===== src/rtl/canstb_pkg.sv =====
package canstb_pkg;

    typedef enum logic {
        MODE_NORMAL  = 1'b0,
        MODE_STANDBY = 1'b1
    } cs_mode_e;

    // bits needed to hold the values 0 .. span-1
    function automatic int cnt_width(input int span);
        return (span <= 2) ? 1 : $clog2(span);
    endfunction

endpackage


===== src/rtl/canstb_sync.sv =====
module canstb_sync #(
    parameter int               WIDTH   = 1,
    parameter logic [WIDTH-1:0] RST_VAL = '0
) (
    input  logic             clk,
    input  logic             rst_n,
    input  logic [WIDTH-1:0] async_i,
    output logic [WIDTH-1:0] sync_o
);

    typedef struct packed {
        logic [WIDTH-1:0] meta;
        logic [WIDTH-1:0] held;
    } sync_st_t;

    sync_st_t st_d, st_q;

    always_comb begin
        st_d.meta = async_i;
        st_d.held = st_q.meta;
    end

    always_ff @(posedge clk or negedge rst_n) begin
        if (!rst_n) begin
            st_q <= '{meta: RST_VAL, held: RST_VAL};
        end else begin
            st_q <= st_d;
        end
    end

    assign sync_o = st_q.held;

endmodule


===== src/rtl/canstb_wake_filter.sv =====
module canstb_wake_filter
    import canstb_pkg::*;
#(
    parameter int WAKE_FILT_CYC    = 100,
    parameter int WAKE_REL_CYC     = 150,
    parameter int WAKE_MIN_LOW_CYC = 25
) (
    input  logic clk,
    input  logic rst_n,
    input  logic stby_i,
    input  logic dom_i,
    output logic wake_o
);

    localparam int DW = cnt_width(WAKE_FILT_CYC);
    localparam int RW = cnt_width(WAKE_REL_CYC);
    localparam int LW = cnt_width(WAKE_MIN_LOW_CYC);
    localparam logic [DW-1:0] DOM_LAST = DW'(WAKE_FILT_CYC - 1);
    localparam logic [RW-1:0] REL_LAST = RW'(WAKE_REL_CYC - 1);
    localparam logic [LW-1:0] LOW_LAST = LW'(WAKE_MIN_LOW_CYC - 1);

    typedef struct packed {
        logic          wake;
        logic [DW-1:0] dom_cnt;
        logic [RW-1:0] rel_cnt;
        logic [LW-1:0] low_cnt;
    } wf_st_t;

    wf_st_t st_d, st_q;
    logic   low_ok;

    always_comb begin
        st_d   = st_q;
        low_ok = (st_q.low_cnt == LOW_LAST);
        if (!stby_i) begin
            // normal mode: the standby path is idle
            st_d = '0;
        end else if (!st_q.wake) begin
            st_d.rel_cnt = '0;
            st_d.low_cnt = '0;
            if (!dom_i) begin
                st_d.dom_cnt = '0;
            end else if (st_q.dom_cnt == DOM_LAST) begin
                st_d.wake    = 1'b1;
                st_d.dom_cnt = '0;
            end else begin
                st_d.dom_cnt = st_q.dom_cnt + 1'b1;
            end
        end else begin
            if (!low_ok) begin
                st_d.low_cnt = st_q.low_cnt + 1'b1;
            end
            if (dom_i) begin
                st_d.rel_cnt = '0;
            end else if (st_q.rel_cnt == REL_LAST) begin
                if (low_ok) begin
                    st_d.wake    = 1'b0;
                    st_d.rel_cnt = '0;
                    st_d.low_cnt = '0;
                end
            end else begin
                st_d.rel_cnt = st_q.rel_cnt + 1'b1;
            end
        end
    end

    always_ff @(posedge clk or negedge rst_n) begin
        if (!rst_n) begin
            st_q <= '0;
        end else begin
            st_q <= st_d;
        end
    end

    assign wake_o = st_q.wake;

endmodule


===== src/rtl/canstb_mode_seq.sv =====
module canstb_mode_seq
    import canstb_pkg::*;
#(
    parameter int STB_TO_NORM_CYC = 500
) (
    input  logic clk,
    input  logic rst_n,
    input  logic stby_i,
    output logic tx_ready_o
);

    localparam int NW = cnt_width(STB_TO_NORM_CYC);
    localparam logic [NW-1:0] NM_LAST = NW'(STB_TO_NORM_CYC - 1);

    typedef struct packed {
        logic          ready;
        logic [NW-1:0] cnt;
    } ms_st_t;

    ms_st_t st_d, st_q;

    always_comb begin
        st_d = st_q;
        if (stby_i) begin
            st_d = '0;
        end else if (!st_q.ready) begin
            if (st_q.cnt == NM_LAST) begin
                st_d.ready = 1'b1;
            end else begin
                st_d.cnt = st_q.cnt + 1'b1;
            end
        end
    end

    always_ff @(posedge clk or negedge rst_n) begin
        if (!rst_n) begin
            st_q <= '0;
        end else begin
            st_q <= st_d;
        end
    end

    assign tx_ready_o = st_q.ready;

endmodule


===== src/rtl/canstb_wake_ctrl.sv =====
module canstb_wake_ctrl
    import canstb_pkg::*;
#(
    parameter int WAKE_FILT_CYC    = 100,
    parameter int WAKE_REL_CYC     = 150,
    parameter int WAKE_MIN_LOW_CYC = 25,
    parameter int STB_TO_NORM_CYC  = 500
) (
    input  logic clk,
    input  logic rst_n,
    input  logic stby_sel_i,
    input  logic lp_dom_i,
    input  logic main_dom_i,
    output logic rxd_o,
    output logic tx_en_o,
    output logic rx_en_o,
    output logic lp_mon_en_o
);

    logic [1:0] sync_vec;
    logic       stby_s;
    logic       dom_s;
    logic       wake_ind;
    logic       tx_ready;
    cs_mode_e   mode;

    // bit 1: mode select (pulled to standby), bit 0: bus comparator
    canstb_sync #(
        .WIDTH   (2),
        .RST_VAL (2'b10)
    ) u_sync (
        .clk     (clk),
        .rst_n   (rst_n),
        .async_i ({stby_sel_i, lp_dom_i}),
        .sync_o  (sync_vec)
    );

    assign stby_s = sync_vec[1];
    assign dom_s  = sync_vec[0];
    assign mode   = cs_mode_e'(stby_s);

    canstb_wake_filter #(
        .WAKE_FILT_CYC    (WAKE_FILT_CYC),
        .WAKE_REL_CYC     (WAKE_REL_CYC),
        .WAKE_MIN_LOW_CYC (WAKE_MIN_LOW_CYC)
    ) u_filter (
        .clk    (clk),
        .rst_n  (rst_n),
        .stby_i (stby_s),
        .dom_i  (dom_s),
        .wake_o (wake_ind)
    );

    canstb_mode_seq #(
        .STB_TO_NORM_CYC (STB_TO_NORM_CYC)
    ) u_seq (
        .clk        (clk),
        .rst_n      (rst_n),
        .stby_i     (stby_s),
        .tx_ready_o (tx_ready)
    );

    always_comb begin
        rx_en_o     = (mode == MODE_NORMAL);
        lp_mon_en_o = (mode == MODE_STANDBY);
        tx_en_o     = tx_ready && (mode == MODE_NORMAL);
        rxd_o       = (mode == MODE_NORMAL) ? ~main_dom_i : ~wake_ind;
    end

endmodule


===== config.mk =====
export PLATFORM = sky130hd
export DESIGN_NAME = canstb_wake_ctrl
export DESIGN_NICKNAME = d
export VERILOG_FILES = /design/src/rtl/canstb_pkg.sv /design/src/rtl/canstb_sync.sv /design/src/rtl/canstb_wake_filter.sv /design/src/rtl/canstb_mode_seq.sv /design/src/rtl/canstb_wake_ctrl.sv
export SDC_FILE = /design/constraint.sdc
export NUM_CORES = 1
export LEC_CHECK = 0
export CAP_MARGIN = 25
export CORE_UTILIZATION = 58
export DETAILED_ROUTE_END_ITERATION = 10
export PLACE_DENSITY = 0.76
export SLEW_MARGIN = 20
export SYNTH_ARGS = -nofsm -noshare
export SYNTH_HDL_FRONTEND = slang
export SYNTH_HIERARCHICAL = 1
export SYNTH_SLANG_ARGS = --single-unit

===== constraint.sdc =====
create_clock -name clk -period 2.27 [get_ports clk]
set_input_delay 0.454 -clock clk [delete_from_list [all_inputs] [get_ports clk]]
set_output_delay 0.454 -clock clk [all_outputs]
set_load 0.05 [all_outputs]

After elaboration in Yosys (flattened, before gate mapping)
Cells that the tools add are included.
{ "classes": {"bitwise": 3, "shift": 0, "div": 0, "eq_ne": 8, "n_reduce_logical": 2, "mul": 0, "n_lt_le_gt_ge": 0, "n_mux": 22, "addsub": 4} }
{ "op_table": {"columns": ["cell", "count"], "rows": [
  ["$mux 13", 2],
  ["$mux 21", 1],
  ["$mux 7", 3],
  ["$mux 10", 2],
  ["$mux 8", 2],
  ["$mux 5", 3],
  ["$add 9x1->9 const B", 1],
  ["$eq 9x9->1 const B", 1],
  ["$mux 9", 1],
  ["$add 8x1->8 const B", 1],
  ["$eq 8x8->1 const B", 1],
  ["$mux 1", 8],
  ["$add 7x1->7 const B", 1],
  ["$eq 7x7->1 const B", 1],
  ["$ne 2x2->1 const B", 3],
  ["$add 5x1->5 const B", 1],
  ["$eq 5x5->1 const B", 1],
  ["$ne 5x5->1 const B", 1],
  ["$not 1->1", 3],
  ["$reduce_and 2->1", 1],
  ["$logic_and 1x1->1", 1]
]} }
{ "totals": {"word_cells": 47, "mem_bits_rw": 0, "n_memories": 0, "reg_bits": 35, "out_inout_bits": 4, "latch_bits": 0, "mem_bits_ro": 0} }

Depth between registers and ports, before layout
{ "depth": {"depth_word": 7, "depth_mapped": 7, "mapped_depth_nobuf": 6} }

Modules after synthesis
Netlist, hierarchy kept.
{ "modules_own_cells": {"columns": ["mod", "seq_area_each_um2", "cells_per_inst", "n_inst", "area_per_inst_um2"], "rows": [
  ["canstb_wake_filter", 525.5, 106, 1, 1109.8],
  ["canstb_mode_seq", 250.2, 49, 1, 511.7],
  ["canstb_sync", 102.6, 4, 1, 102.6],
  ["canstb_wake_ctrl", 0.0, 3, 1, 20.0]
]} }

Least setup slack after synthesis
Ideal clock, no wire load.
{ "synth_path": {"path_kind": "register to output", "start": "register u_sync.st_q (netlist bit u_sync/sync_o[1])", "end": "output rxd_o", "path_stages_with_launch": 2, "arrival_ps": 1665, "slack_ps": 151, "n_path_buf": 0, "cell_sequence": "dfstp_2 > mux2i_1"} }
{ "synth_via": {"elab_chain_len": 1} }
{ "synth_rtl": {"columns": ["element", "line", "source"], "rows": [
  ["start: declaration", "canstb_sync.sv:16", "sync_st_t st_d, st_q;"],
  ["start signal: assignment", "canstb_sync.sv:25", "st_q <= '{meta: RST_VAL, held: RST_VAL};"],
  ["start signal: assignment", "canstb_sync.sv:27", "st_q <= st_d;"],
  ["$mux 1", "canstb_wake_ctrl.sv:67", "rxd_o = (mode == MODE_NORMAL) ? ~main_dom_i : ~wake_ind;"],
  ["end: declaration", "canstb_wake_ctrl.sv:14", "output logic rxd_o,"]
]} }
No other way between the ends.

Final worst setup path
{ "layout_path": {"start": "register u_seq.st_q (netlist bit u_seq/tx_ready_o)", "end": "output tx_en_o"} }
{ "layout_via": {"elab_chain_len": 1} }
{ "layout_rtl": {"columns": ["element", "line", "source"], "rows": [
  ["start: declaration", "canstb_mode_seq.sv:20", "ms_st_t st_d, st_q;"],
  ["start signal: assignment", "canstb_mode_seq.sv:39", "st_q <= st_d;"],
  ["$logic_and 1x1->1", "canstb_wake_ctrl.sv:66", "tx_en_o = tx_ready && (mode == MODE_NORMAL);"],
  ["end: declaration", "canstb_wake_ctrl.sv:15", "output logic tx_en_o,"]
]} }
No other way between the ends.

==> flow_metrics.py <==
metrics = {
    "outcome": {
        "outcome": "complete, no violations",
    },
    "timing": {
        "setup_tns_ns": 0,
        "hold_ws_ns": 0.365,
        "fmax_ghz": 0.457,
        "rsz0062_at_grt": "false",
        "drv_slew": 0,
        "period_minus_slack_ns": 2.19,
        "skew_ns": 0.00143,
        "finalHoldViolCount": 0,
        "max_slew_margin_pct": 67.3,
        "min_period_over_period_pct": 96.3,
        "setup_viol": 0,
        "fin_ws_ns": 0.0829,
        "tightest_slew_ns": 0.489,
    },
    "worst_setup_path": {
        "worstPathArrival_ns": 1.73,
        "start_kind": "register",
        "max_stage_delay_ns": 0.81,
        "path_max_fanout": 7,
        "rr_startpoint": "u_sync/sync_o[1]",
        "reg2regPathDepth": 5,
        "reg2reg_to": "u_filter/st_q[12]",
        "slowest_stage": "clkdlybuf4s50_1",
        "crit_type": "register to output pin",
        "required_ns": 1.82,
        "r2r_slack_ns": 0.40,
        "end_kind": "output pin",
        "cp_cell_sequence": "nor2b_1 > clkdlybuf4s50_1",
    },
    "die": {
        "fp.dieW_um": 56.8,
        "start_util_pct": 62.2,
        "coreArea_um2": 2810,
        "die_h_um": 56.8,
        "rows": 19,
        "top_level_ports": 9,
        "die_area_um2": 3230,
    },
    "global_routing": {
        "grt_pass1_vias": 1235,
        "antenna_found_initial": 0,
        "grt_overflow": 0,
        "grt_max_degree": 36,
        "grt_pass1_wl_mm": 5.32,
        "gr-usage-all-layers_pct": 22.1,
    },
    "power": {
        "p_leak_uw": 0.000837,
        "power_density_nw_per_um2": 558,
        "fin_total_pwr_uw": 1080,
        "ir_worst_vdd_uv": 367,
    },
    "cts": {
        "cts.sinks": 35,
        "cts_hold_buf": 0,
        "clock_latency_ns": 0.33,
        "cts_tree": "yes",
        "cts_setup_buffers": 0,
        "cts.htree.levels": 2,
        "cts_resized": 0,
        "root_buffer": "clkbuf_4",
        "cts_buffer_depth": 2,
        "path_clk_slew_ns": 0.10,
        "cts_buffers": 5,
    },
    "final_layout": {
        "drive_above_1_share_pct": 14.0,
        "area_growth_pct": 11.3,
        "most-common-layout-cells": "dfrtp_1 (33), nor2_1 (14), nand2_1 (11)",
        "n_antenna_cell": 0,
        "nNetsFinal": 189,
        "fill_cells": 223,
        "mostFrequentLayoutCell": "dfrtp_1",
        "fin_area_um2": 1940,
    },
    "logic_synthesis": {
        "syn_area_um2": 1740,
        "ys_seq_area_share_pct": 50.4,
        "syn_nets": 174,
        "syn_area_per_cell_um2": 10.8,
        "ys_ff_latch": 35,
        "yosys_warnings": 6,
        "synth_cells": 162,
        "ys_types": 46,
    },
    "detailed_routing": {
        "drtIter0Drc": 75,
        "drt_first_pass_iters": 4,
        "drc": 0,
        "final_antenna_net_count": 0,
        "wire_per_inst_um": 15.2,
        "viasPerCell": 6.09,
        "routed_wl_mm": 3.17,
        "num_vias": 1273,
    },
    "worst_hold_path": {
        "min_to": "u_sync/sync_o[1]",
        "worstHoldStart": "u_sync/st_d[1]",
        "min_path_type": "register to register",
        "worstHoldPathCells": 0,
    },
    "flow_run": {
        "timing.max_cap.violations": 0,
    },
    "placement": {
        "hpwlAfterDp_mm": 2.22,
        "gp_congestion": 0.843,
        "pre_cts_ws_ns": 0.424,
        "placed_area_um2": 1870,
        "io_buffers": 8,
    },
}
cells in the mapped netlist, drive strengths merged:
cell type,count,area (um^2)
o31ai,1,7.51
buf,2,16.3
mux2,1,11.3
and4,2,18.8
nand2,11,41.3
and2,1,6.26
and3,4,26.3
xor2,9,78.8
and4bb,1,12.5
inv,6,22.5
a311o,2,30.0
dfrtp,33,826
nor4b,1,8.76
nand2b,2,12.5
or2,1,6.26
and4b,2,23.8
nor2b,3,18.8
dfstp,2,52.6
xnor2,2,17.5
or3,4,27.5
nand3,8,40.0
a21oi,11,62.6
a31oi,1,6.26
clkbuf,1,3.75
nand4b,5,50.0
a211oi,1,7.51
a31o,1,8.76
or4,1,7.51
o22a,1,8.76
o22ai,2,12.5
a2bb2oi,1,8.76
nor2,14,52.6
a2111o,1,11.3
mux2i,4,40.0
nand4,3,18.8
ha,7,87.6
a21o,1,7.51
o21ai,9,45.0
critical path: cells and delay by family, from the launching register on:
family | cells | cell delay, ns
buffers and inverters | 1 | 0.81
flip-flops | 1 | 0.43
AND/OR/NAND/NOR | 1 | 0.16
kinds of logic (layout without fill, tap and decap cells):
logic type,Yosys count,count (layout),synth area share (%)
AO/OA/AOI/OAI,32,32,12.4
XOR/XNOR,11,11,5.52
adder cells (fa/ha/maj),7,7,5.02
buffers and inverters,9,25,2.44
flip-flops,35,35,50.4
multiplexers,5,5,2.94
AND/OR/NAND/NOR,63,63,21.3
power by group:
part	total [uW]	internal [uW]	switching [uW]
sequential	646	634	12.0
clock	375	182	193
combinational	63.1	25.0	38.1
total	1080	841	243
flip-flops by register name, indices dropped and copies added, names as in the netlist:
signal	count
u_filter/st_q	20
u_seq/st_q	9
u_sync/st_d	2
u_sync/sync_o	2
u_filter/wake_o	1
u_seq/tx_ready_o	1
area by class of cell:
cell class | instances | area [um^2] | area share (%)
Clock buffer | 8 | 68.8 | 3.54
Multi-Input combinational cell | 118 | 823 | 42.4
Timing Repair Buffer | 11 | 110 | 5.67
Sequential cell | 35 | 878 | 45.2
Inverter | 6 | 22.5 | 1.16
Tap cell | 31 | 38.8 | 2.00
per-stage QoR:
step,util [%],cells
floorplan,-,162
global placement,66.8,201
detailed placement,66.8,201
CTS,69.2,209
global route,69.2,209
finish,69.2,209
worst max path at each step:
stage | startpoint | endpoint | slack [ns]
after floorplan | u_sync/sync_o[1] | rxd_o | 0.15
after global placement | u_sync/sync_o[1] | rx_en_o | 0.45
after detailed placement | u_sync/sync_o[1] | u_filter/st_q[12] | 0.42
after CTS | u_sync/sync_o[1] | rx_en_o | 0.06
after global routing | u_sync/sync_o[1] | rx_en_o | 0.03
final | u_seq/tx_ready_o | tx_en_o | 0.08
layer usage:
layer	track usage (%)	vias up	share of wire, %
li1	-	614	-
met2	36.7	26	48
met5	0	-	0
met1	26.0	625	46
met4	9.06	0	1.9
met3	8.06	8	4.7
No activity file was read; power rests on OpenSTA's default activity.
